**config.mk**
```make
export PLATFORM = sky130hd
export DESIGN_NAME = sprite_dma
export DESIGN_NICKNAME = d
export VERILOG_FILES = /design/src/rtl/sprite_dma_pkg.sv /design/src/rtl/sprite_dma_ctrl.sv /design/src/rtl/sprite_dma_datapath.sv /design/src/rtl/sprite_dma.sv
export SDC_FILE = /design/constraint.sdc
export NUM_CORES = 1
export LEC_CHECK = 0
export ABC_CLOCK_PERIOD_IN_PS = 1800
export BUFFER_PORTS_ARGS = -buffer_cell sky130_fd_sc_hd__buf_2
export CAP_MARGIN = 20
export CORE_MARGIN = 3
export CORE_UTILIZATION = 42
export DETAILED_ROUTE_END_ITERATION = 7
export HOLD_SLACK_MARGIN = 0.08
export PLACE_DENSITY_LB_ADDON = 0.05
export SLEW_MARGIN = 10
export SYNTH_ARGS = -nofsm -noshare
export SYNTH_HDL_FRONTEND = slang
export SYNTH_HIERARCHICAL = 1
export SYNTH_SLANG_ARGS = --single-unit
```
**constraint.sdc**
```tcl
create_clock -name clk -period 1.8 [get_ports clk]
set_clock_uncertainty 0.05 [all_clocks]
set_input_delay 0.18 -clock clk [delete_from_list [all_inputs] [get_ports clk]]
set_output_delay 0.18 -clock clk [all_outputs]
set_load 0.03 [all_outputs]
```
**src/rtl/sprite_dma_pkg.sv**
```systemverilog
package sprite_dma_pkg;

  typedef enum logic [2:0] {
    ST_IDLE,
    ST_HALT,
    ST_ALIGN,
    ST_READ,
    ST_DUMMY,
    ST_WRITE,
    ST_SOLO
  } dmaState_t;

  // strobes from control to datapath, at most one bus strobe per cycle
  typedef struct packed {
    logic loadPage;
    logic rdSprite;
    logic rdSample;
    logic rdPc;
    logic wrPort;
    logic incIdx;
  } dmaStrobe_t;

endpackage

```
**src/rtl/sprite_dma_ctrl.sv**
```systemverilog
module sprite_dma_ctrl
  import sprite_dma_pkg::*;
(
  input  logic       clk,
  input  logic       rstN,
  input  logic       trigWe,
  input  logic       cpuOddCycle,
  input  logic       sampleReq,
  input  logic       sampleAck,
  input  logic       lastIdx,
  output dmaStrobe_t strobe,
  output logic       cpuHalt
);

  dmaState_t state, stateD;
  logic      alignQ;
  logic      takeSample;

  // a request is masked in its acknowledge cycle so it is not served twice
  assign takeSample = sampleReq && !sampleAck;

  always_comb begin
    stateD = state;
    strobe = '0;
    case (state)
      ST_IDLE: begin
        if (trigWe) begin
          strobe.loadPage = 1'b1;
          stateD          = ST_HALT;
        end else if (takeSample) begin
          stateD = ST_SOLO;
        end
      end
      ST_HALT:  stateD = alignQ ? ST_ALIGN : ST_READ;
      ST_ALIGN: stateD = ST_READ;
      ST_READ: begin
        if (takeSample) begin
          strobe.rdSample = 1'b1;
          stateD          = ST_DUMMY;
        end else begin
          strobe.rdSprite = 1'b1;
          stateD          = ST_WRITE;
        end
      end
      ST_DUMMY: begin
        strobe.rdPc = 1'b1;
        stateD      = ST_READ;
      end
      ST_WRITE: begin
        strobe.wrPort = 1'b1;
        strobe.incIdx = 1'b1;
        stateD        = lastIdx ? ST_IDLE : ST_READ;
      end
      ST_SOLO: begin
        strobe.rdSample = 1'b1;
        stateD          = ST_IDLE;
      end
      default: stateD = ST_IDLE;
    endcase
  end

  always_ff @(posedge clk or negedge rstN) begin
    if (!rstN) begin
      state  <= ST_IDLE;
      alignQ <= 1'b0;
    end else begin
      state <= stateD;
      if (state == ST_IDLE && trigWe) alignQ <= cpuOddCycle;
    end
  end

  assign cpuHalt = (state != ST_IDLE);

  // the CPU is held off in the cycle after an accepted trigger
  a_r2_halt_follows_trigger: assert property (@(posedge clk) disable iff (!rstN)
    (state == ST_IDLE && trigWe) |=> cpuHalt);

  // the halt only drops after a port write or an idle sample read
  a_r3_halt_ends_on_access: assert property (@(posedge clk) disable iff (!rstN)
    $fell(cpuHalt) |-> $past(strobe.wrPort || strobe.rdSample));

  // a sample read inside a transfer is followed by the program-counter read
  a_r5_dummy_after_fetch: assert property (@(posedge clk) disable iff (!rstN)
    (state == ST_READ && strobe.rdSample) |=> strobe.rdPc);

endmodule

```
**src/rtl/sprite_dma_datapath.sv**
```systemverilog
module sprite_dma_datapath
  import sprite_dma_pkg::*;
#(
  parameter int          ADDR_W    = 16,
  parameter int          DATA_W    = 8,
  parameter int          IDX_W     = 8,
  parameter logic [15:0] PORT_ADDR = 16'h0F04,
  localparam int         PAGE_W    = ADDR_W - IDX_W
) (
  input  logic              clk,
  input  logic              rstN,
  input  dmaStrobe_t        strobe,
  input  logic [PAGE_W-1:0] trigData,
  input  logic [ADDR_W-1:0] cpuPc,
  input  logic [ADDR_W-1:0] sampleAddr,
  input  logic [DATA_W-1:0] busRdata,
  output logic [ADDR_W-1:0] busAddr,
  output logic              busRe,
  output logic              busWe,
  output logic [DATA_W-1:0] busWdata,
  output logic              sampleAck,
  output logic [DATA_W-1:0] sampleData,
  output logic              lastIdx
);

  logic [PAGE_W-1:0] pageQ;
  logic [IDX_W-1:0]  idxQ;
  logic [DATA_W-1:0] spriteQ;
  logic [DATA_W-1:0] sampleQ;
  logic              ackQ;

  assign lastIdx = &idxQ;

  always_comb begin
    busAddr = '0;
    if (strobe.rdSprite)      busAddr = {pageQ, idxQ};
    else if (strobe.rdSample) busAddr = sampleAddr;
    else if (strobe.rdPc)     busAddr = cpuPc;
    else if (strobe.wrPort)   busAddr = PORT_ADDR[ADDR_W-1:0];
  end

  assign busRe    = strobe.rdSprite | strobe.rdSample | strobe.rdPc;
  assign busWe    = strobe.wrPort;
  assign busWdata = strobe.wrPort ? spriteQ : '0;

  always_ff @(posedge clk or negedge rstN) begin
    if (!rstN) begin
      pageQ   <= '0;
      idxQ    <= '0;
      spriteQ <= '0;
      sampleQ <= '0;
      ackQ    <= 1'b0;
    end else begin
      if (strobe.loadPage) begin
        pageQ <= trigData;
        idxQ  <= '0;
      end else if (strobe.incIdx) begin
        idxQ <= idxQ + 1'b1;
      end
      // separate holding registers keep sprite data clear of sample fetches
      if (strobe.rdSprite) spriteQ <= busRdata;
      if (strobe.rdSample) sampleQ <= busRdata;
      ackQ <= strobe.rdSample;
    end
  end

  assign sampleAck  = ackQ;
  assign sampleData = sampleQ;

  // never read and write in one cycle
  a_r10_rd_wr_exclusive: assert property (@(posedge clk) disable iff (!rstN)
    !(busRe && busWe));

  // each port write carries the byte read in the cycle before
  a_r4_write_carries_read: assert property (@(posedge clk) disable iff (!rstN)
    busWe |-> (busWdata == $past(busRdata)) && $past(busRe));

endmodule

```
**src/rtl/sprite_dma.sv**
```systemverilog
module sprite_dma
  import sprite_dma_pkg::*;
#(
  parameter int          ADDR_W    = 16,
  parameter int          DATA_W    = 8,
  parameter int          IDX_W     = 8,
  parameter logic [15:0] PORT_ADDR = 16'h0F04,
  localparam int         PAGE_W    = ADDR_W - IDX_W
) (
  input  logic              clk,
  input  logic              rstN,
  input  logic              trigWe,
  input  logic [PAGE_W-1:0] trigData,
  input  logic              cpuOddCycle,
  input  logic [ADDR_W-1:0] cpuPc,
  input  logic              sampleReq,
  input  logic [ADDR_W-1:0] sampleAddr,
  output logic              sampleAck,
  output logic [DATA_W-1:0] sampleData,
  output logic [ADDR_W-1:0] busAddr,
  output logic              busRe,
  output logic              busWe,
  output logic [DATA_W-1:0] busWdata,
  input  logic [DATA_W-1:0] busRdata,
  output logic              cpuHalt
);

  dmaStrobe_t strobe;
  logic       lastIdx;

  sprite_dma_ctrl u_ctrl (
    .clk         (clk),
    .rstN        (rstN),
    .trigWe      (trigWe),
    .cpuOddCycle (cpuOddCycle),
    .sampleReq   (sampleReq),
    .sampleAck   (sampleAck),
    .lastIdx     (lastIdx),
    .strobe      (strobe),
    .cpuHalt     (cpuHalt)
  );

  sprite_dma_datapath #(
    .ADDR_W    (ADDR_W),
    .DATA_W    (DATA_W),
    .IDX_W     (IDX_W),
    .PORT_ADDR (PORT_ADDR)
  ) u_dp (
    .clk        (clk),
    .rstN       (rstN),
    .strobe     (strobe),
    .trigData   (trigData),
    .cpuPc      (cpuPc),
    .sampleAddr (sampleAddr),
    .busRdata   (busRdata),
    .busAddr    (busAddr),
    .busRe      (busRe),
    .busWe      (busWe),
    .busWdata   (busWdata),
    .sampleAck  (sampleAck),
    .sampleData (sampleData),
    .lastIdx    (lastIdx)
  );

endmodule

```
# == Word level (Yosys, flattened, before mapping) ==
# Cells that the tools add are included.
# classes
add_sub_neg,1
eq_ne,7
muxes,21
n_bitwise,2
n_reduce_logical,8
# ops
operator,count
two-way mux 16 bit,3
two-way mux 8 bit,3
case mux 3 bit (5 select lines),1
two-way mux 12 bit,1
== test 3 bit (second input constant),3
adder 8 x 1 -> 8 bit (second input constant),1
two-way mux 1 bit,8
AND reduction 8 bit,1
== test 3 x 2 -> 1 bit (second input constant),2
two-way mux 3 bit,2
two-way mux 2 bit,2
== test 3 x 1 -> 1 bit (second input constant),1
logical NOT 3 bit,1
inequality test 3 x 2 -> 1 bit (second input constant),1
nonzero test 3 bit,1
logical AND 1 bit,2
OR 1 bit,2
case mux 1 bit (2 select lines),1
nonzero test 2 bit,1
OR reduction 2 bit,1
logical NOT 1 bit,1
# word_totals
regBits,37
inputBits,53
output_inout_bits,36
word_cells,46

# == Depth between registers and ports, before layout ==
# depth
word_depth,6
mapped_depth,8
depth_no_buf,6

# == Modules after synthesis ==
# The synthesis kept the hierarchy.
# modules_own_cells
module,n_inst,cells_per_inst,area_per_inst_um2,seq_area_each_um2
sprite_dma_datapath,1,164,1721.7,825.8
sprite_dma_ctrl,1,32,274.0,100.1

# == Worst setup path after synthesis ==
# Ideal clock, no wire load.
# synth_path
path_type,register -> output
start,"reg u_dp.ackQ, in the netlist u_dp/sampleAck"
end,out busAddr[0]
arrival_ns,2.112
required_time_ns,1.570
slack_ns,-0.542
path_stages_with_launch,7
path_buffers,1
cell_sequence,dfrtp_1 -> nor2b_1 -> a21oi_1 -> nor2b_1 -> clkbuf_1 -> a22oi_1 -> o21ai_0
# synth_lines
element,line,text
"start, declared",sprite_dma_datapath.sv:30,logic ackQ;
"start signal, assigned",sprite_dma_datapath.sv:63,ackQ <= strobe.rdSample;
"end, declared",sprite_dma.sv:20,"output logic [ADDR_W-1:0] busAddr,"

==> impl_metrics.json <==
{
  "nFillCells": 253,
  "worst_r2r_endpoint": "u_dp/pageQ[3]$_DFFE_PN0P_",
  "reg2reg_depth": 6,
  "mostFrequentLayoutCell": "sky130_fd_sc_hd__buf_2",
  "floorplan.die.height_microns": 74.9,
  "number_of_pins_exceeding_their_max_slew_limit_in_the_final_report": 0,
  "htree_num_levels": 2,
  "ctsRootBufferMaster": "sky130_fd_sc_hd__clkbuf_8",
  "post_route_cells_drive_above_1_share_pct": 67.9,
  "max_slew.worst_pin.slew_ns": 0.487,
  "grt-ovfl-total": 0,
  "core.rowCount": 24,
  "remaining_drc_errors": 0,
  "leakagePower_nw": 1.66,
  "fmaxAchievable_ghz": 0.474,
  "number_of_buffers_created_by_cts": 5,
  "finalHoldViolCount": 0,
  "grt_max_degree": 21,
  "power_switching_share_pct": 43.4,
  "most-common-layout-cells": "62 x sky130_fd_sc_hd__buf_2, 34 x sky130_fd_sc_hd__dfrtp_1, 28 x sky130_fd_sc_hd__buf_6",
  "effective_utilization_at_floorplan_pct": 44.6,
  "place.detailed.hpwl_microns": 3960,
  "floorplan.die_area_sq_um": 5610,
  "place_congestion": 0.821,
  "power.total_mw": 6.45,
  "grt_pass1_wl_microns": 9600,
  "routed_via_density": 5.35,
  "grt.total_usage_pct": 22.9,
  "drv_cap": 0,
  "irDropWorstVdd_mv": 1.15,
  "wl_per_cell_microns": 17.0,
  "wirelength_microns": 6490,
  "grt_setup_unrepaired": "true",
  "detailed_place.area_sq_um": 2810,
  "worstPathMaxFanout": 5,
  "first_pass_iters": 4,
  "critPathLaunchType": "flip-flop",
  "num_vias": 2042,
  "layout_setup_ws_ns": -0.311,
  "status": "finished with violations",
  "setup_tns_ns": -5.64,
  "worstPathArrival_ns": 1.88,
  "placeable_core_area_sq_um": 4470,
  "avgSynthCellArea_sq_um": 10.2,
  "timing.critical_path.from": "u_ctrl/state[0]$_DFFE_PN0P_",
  "worst_path_clk_slew_ns": 0.08,
  "vias_in_the_first_global_route": 2011,
  "count_of_antenna_violating_nets_left_after_detailed_routing": 0,
  "p_int_mw": 3.65,
  "p_clk_share_pct": 9.3,
  "ys_seq_area_share_pct": 46.4,
  "number_of_setup_violations_in_the_final_report": 35,
  "power_density_nw_per_um2": 1790,
  "critPathKind": "reg -> out",
  "num-nets-final": 383,
  "postSynthRegisterBits": 37,
  "slew-limit-headroom_pct": 67.5,
  "antenna_found_initial": 0,
  "drt_first_iter_violations": 86,
  "regToRegSetupSlack_ns": -0.11,
  "post_synthesis_cell_area_sq_um": 2000,
  "hold_start": "busRdata[5]",
  "synthesis.instances": 196,
  "multi_input_comb_area_sq_um": 1340,
  "cts.sink_count": 37,
  "violations": "negative setup slack",
  "synth-warning-count": 6,
  "finalCriticalPeriod_ns": 2.11,
  "netlist-cell-type-count": 30,
  "pin_count": 89,
  "seqPwrFrac_pct": 25.1,
  "port-buffer-count": 88,
  "power.combinational.fraction_pct": 65.7,
  "r2r_start": "u_ctrl/state[2]$_DFFE_PN0P_",
  "synth_fp_nets": 250,
  "crit_required_ns": 1.57,
  "endpoint_type_of_the_worst_setup_path": "output pin",
  "layout_worst_path_cycle_share_pct": 117,
  "worstHoldEndpoint": "u_dp/spriteQ[5]$_DFFE_PN0P_",
  "total_switching_power_mw": 2.80,
  "hold_depth": 2,
  "number_of_buffers_on_the_longest_clock_path": 2,
  "clk-insertion-delay-late_ns": 0.29,
  "syn_to_final_growth_pct": 80.9,
  "cts_tree": "done",
  "timing.hold.ws_ns": 0.0868,
  "final-seq-area_sq_um": 930,
  "design_area_sq_um": 3610,
  "die_w_microns": 74.9,
  "hold_class": "in -> reg",
  "antenna_cells_inserted": 0
}
## cell type report
| class | instances | share of cell area (%) |
|---|---|---|
| Clock buffer | 5 | 1.91 |
| Clock inverter | 3 | 0.624 |
| Inverter | 1 | 0.104 |
| Multi-Input combinational cell | 143 | 37.2 |
| Sequential cell | 37 | 25.7 |
| Tap cell | 52 | 1.80 |
| Timing Repair Buffer | 141 | 32.6 |
## repair_timing
action / in CTS / in global routing
hold buffers: 15 / 1
cloned: 2 / 0
gates resized for setup: 97 / 31
endpoints found under the hold margin: 38 / 2
pin swaps: 4 / 3
setup endpoints to repair: 29 / 44
setup buffers: 7 / 2
## through the flow
stage | std cells | setup WS [ns] | util, %
final | 382 | -0.311 | 80.7
after global routing | 382 | -0.382 | 80.7
after CTS | 379 | -0.258 | 78.1
after detailed placement | 348 | -0.0464 | 62.7
after global placement | 348 | -0.0271 | 62.7
after floorplan | 196 | 0.00440 | -
## metal layers
metal	vias to the layer above	part of all wire, %	track usage [%]
met4	0	2.2	6.32
met5	-	0	0
met2	74	53	40.3
met3	12	5.0	6.01
li1	954	-	-
met1	1002	40	27.5
## worst max-delay path, cell delays in order, from the launching register on
cell and delay (ns):
sky130_fd_sc_hd__dfrtp_2 0.46, sky130_fd_sc_hd__nor2b_4 0.15, sky130_fd_sc_hd__a21oi_2 0.17, sky130_fd_sc_hd__nor2b_4 0.08, sky130_fd_sc_hd__buf_6 0.13, sky130_fd_sc_hd__and3b_1 0.24, sky130_fd_sc_hd__a21oi_2 0.05, sky130_fd_sc_hd__o21ai_2 0.15
sky130_fd_sc_hd__buf_6 0.15
## power by group through the flow
| stage | sequential (mW) | combinational, mW | clock (mW) |
|---|---|---|---|
| 2_1_floorplan | 1.70 | 2.03 | 0 |
| 3_3_place_gp | 1.54 | 3.14 | 0 |
| 3_5_place_dp | 1.56 | 3.17 | 0 |
| 4_1_cts | 1.59 | 4.04 | 0.604 |
| 5_1_grt | 1.67 | 4.48 | 0.645 |
| 6_report | 1.62 | 4.24 | 0.597 |
## cells by family after synthesis
kind of cell	count (synthesis)	synth area share [%]
adder cells (fa/ha/maj)	1	0.627
AND/OR/NAND/NOR	68	18.3
multiplexers	27	15.2
buffers and inverters	16	4.33
AO/OA/AOI/OAI	43	13.4
flip-flops	37	46.4
XOR/XNOR	4	1.76
## state kept, by name, summed over array words and instances (netlist names)
| register | cells |
|---|---|
| u_dp/idxQ | 8 |
| u_dp/pageQ | 8 |
| u_dp/sampleAck | 1 |
| u_dp/sampleData | 8 |
| u_ctrl/state | 3 |
| u_ctrl/alignQ | 1 |
| u_dp/spriteQ | 8 |
## Yosys cell counts, drive strengths merged
cell type | n | share of area, %
xnor2 | 1 | 0.44
ha | 1 | 0.63
nand3 | 3 | 0.75
mux2 | 26 | 15
nand4 | 3 | 1.6
mux2i | 1 | 0.50
inv | 1 | 0.19
nand2 | 22 | 4.1
nor2b | 12 | 3.8
clkbuf | 5 | 0.94
a21oi | 7 | 1.8
buf | 10 | 3.2
dfrtp | 37 | 46
a22oi | 10 | 3.8
nor3b | 1 | 0.38
o31ai | 5 | 1.9
and2 | 9 | 2.8
xor2 | 3 | 1.3
a211oi | 6 | 2.3
and3b | 1 | 0.44
nor2 | 12 | 2.6
o21ai | 15 | 3.8
or3 | 5 | 1.8
## how the worst max path moves through the flow
stage	end	slack, ns	cells past startpoint
after global placement	busAddr[12]	-0.03	8
after floorplan	busAddr[0]	0.004	6
after global routing	busAddr[14]	-0.38	8
after detailed placement	busAddr[14]	-0.05	8
final	busAddr[14]	-0.31	8
after CTS	busAddr[14]	-0.26	8
Power figures use the tool's default switching activity.
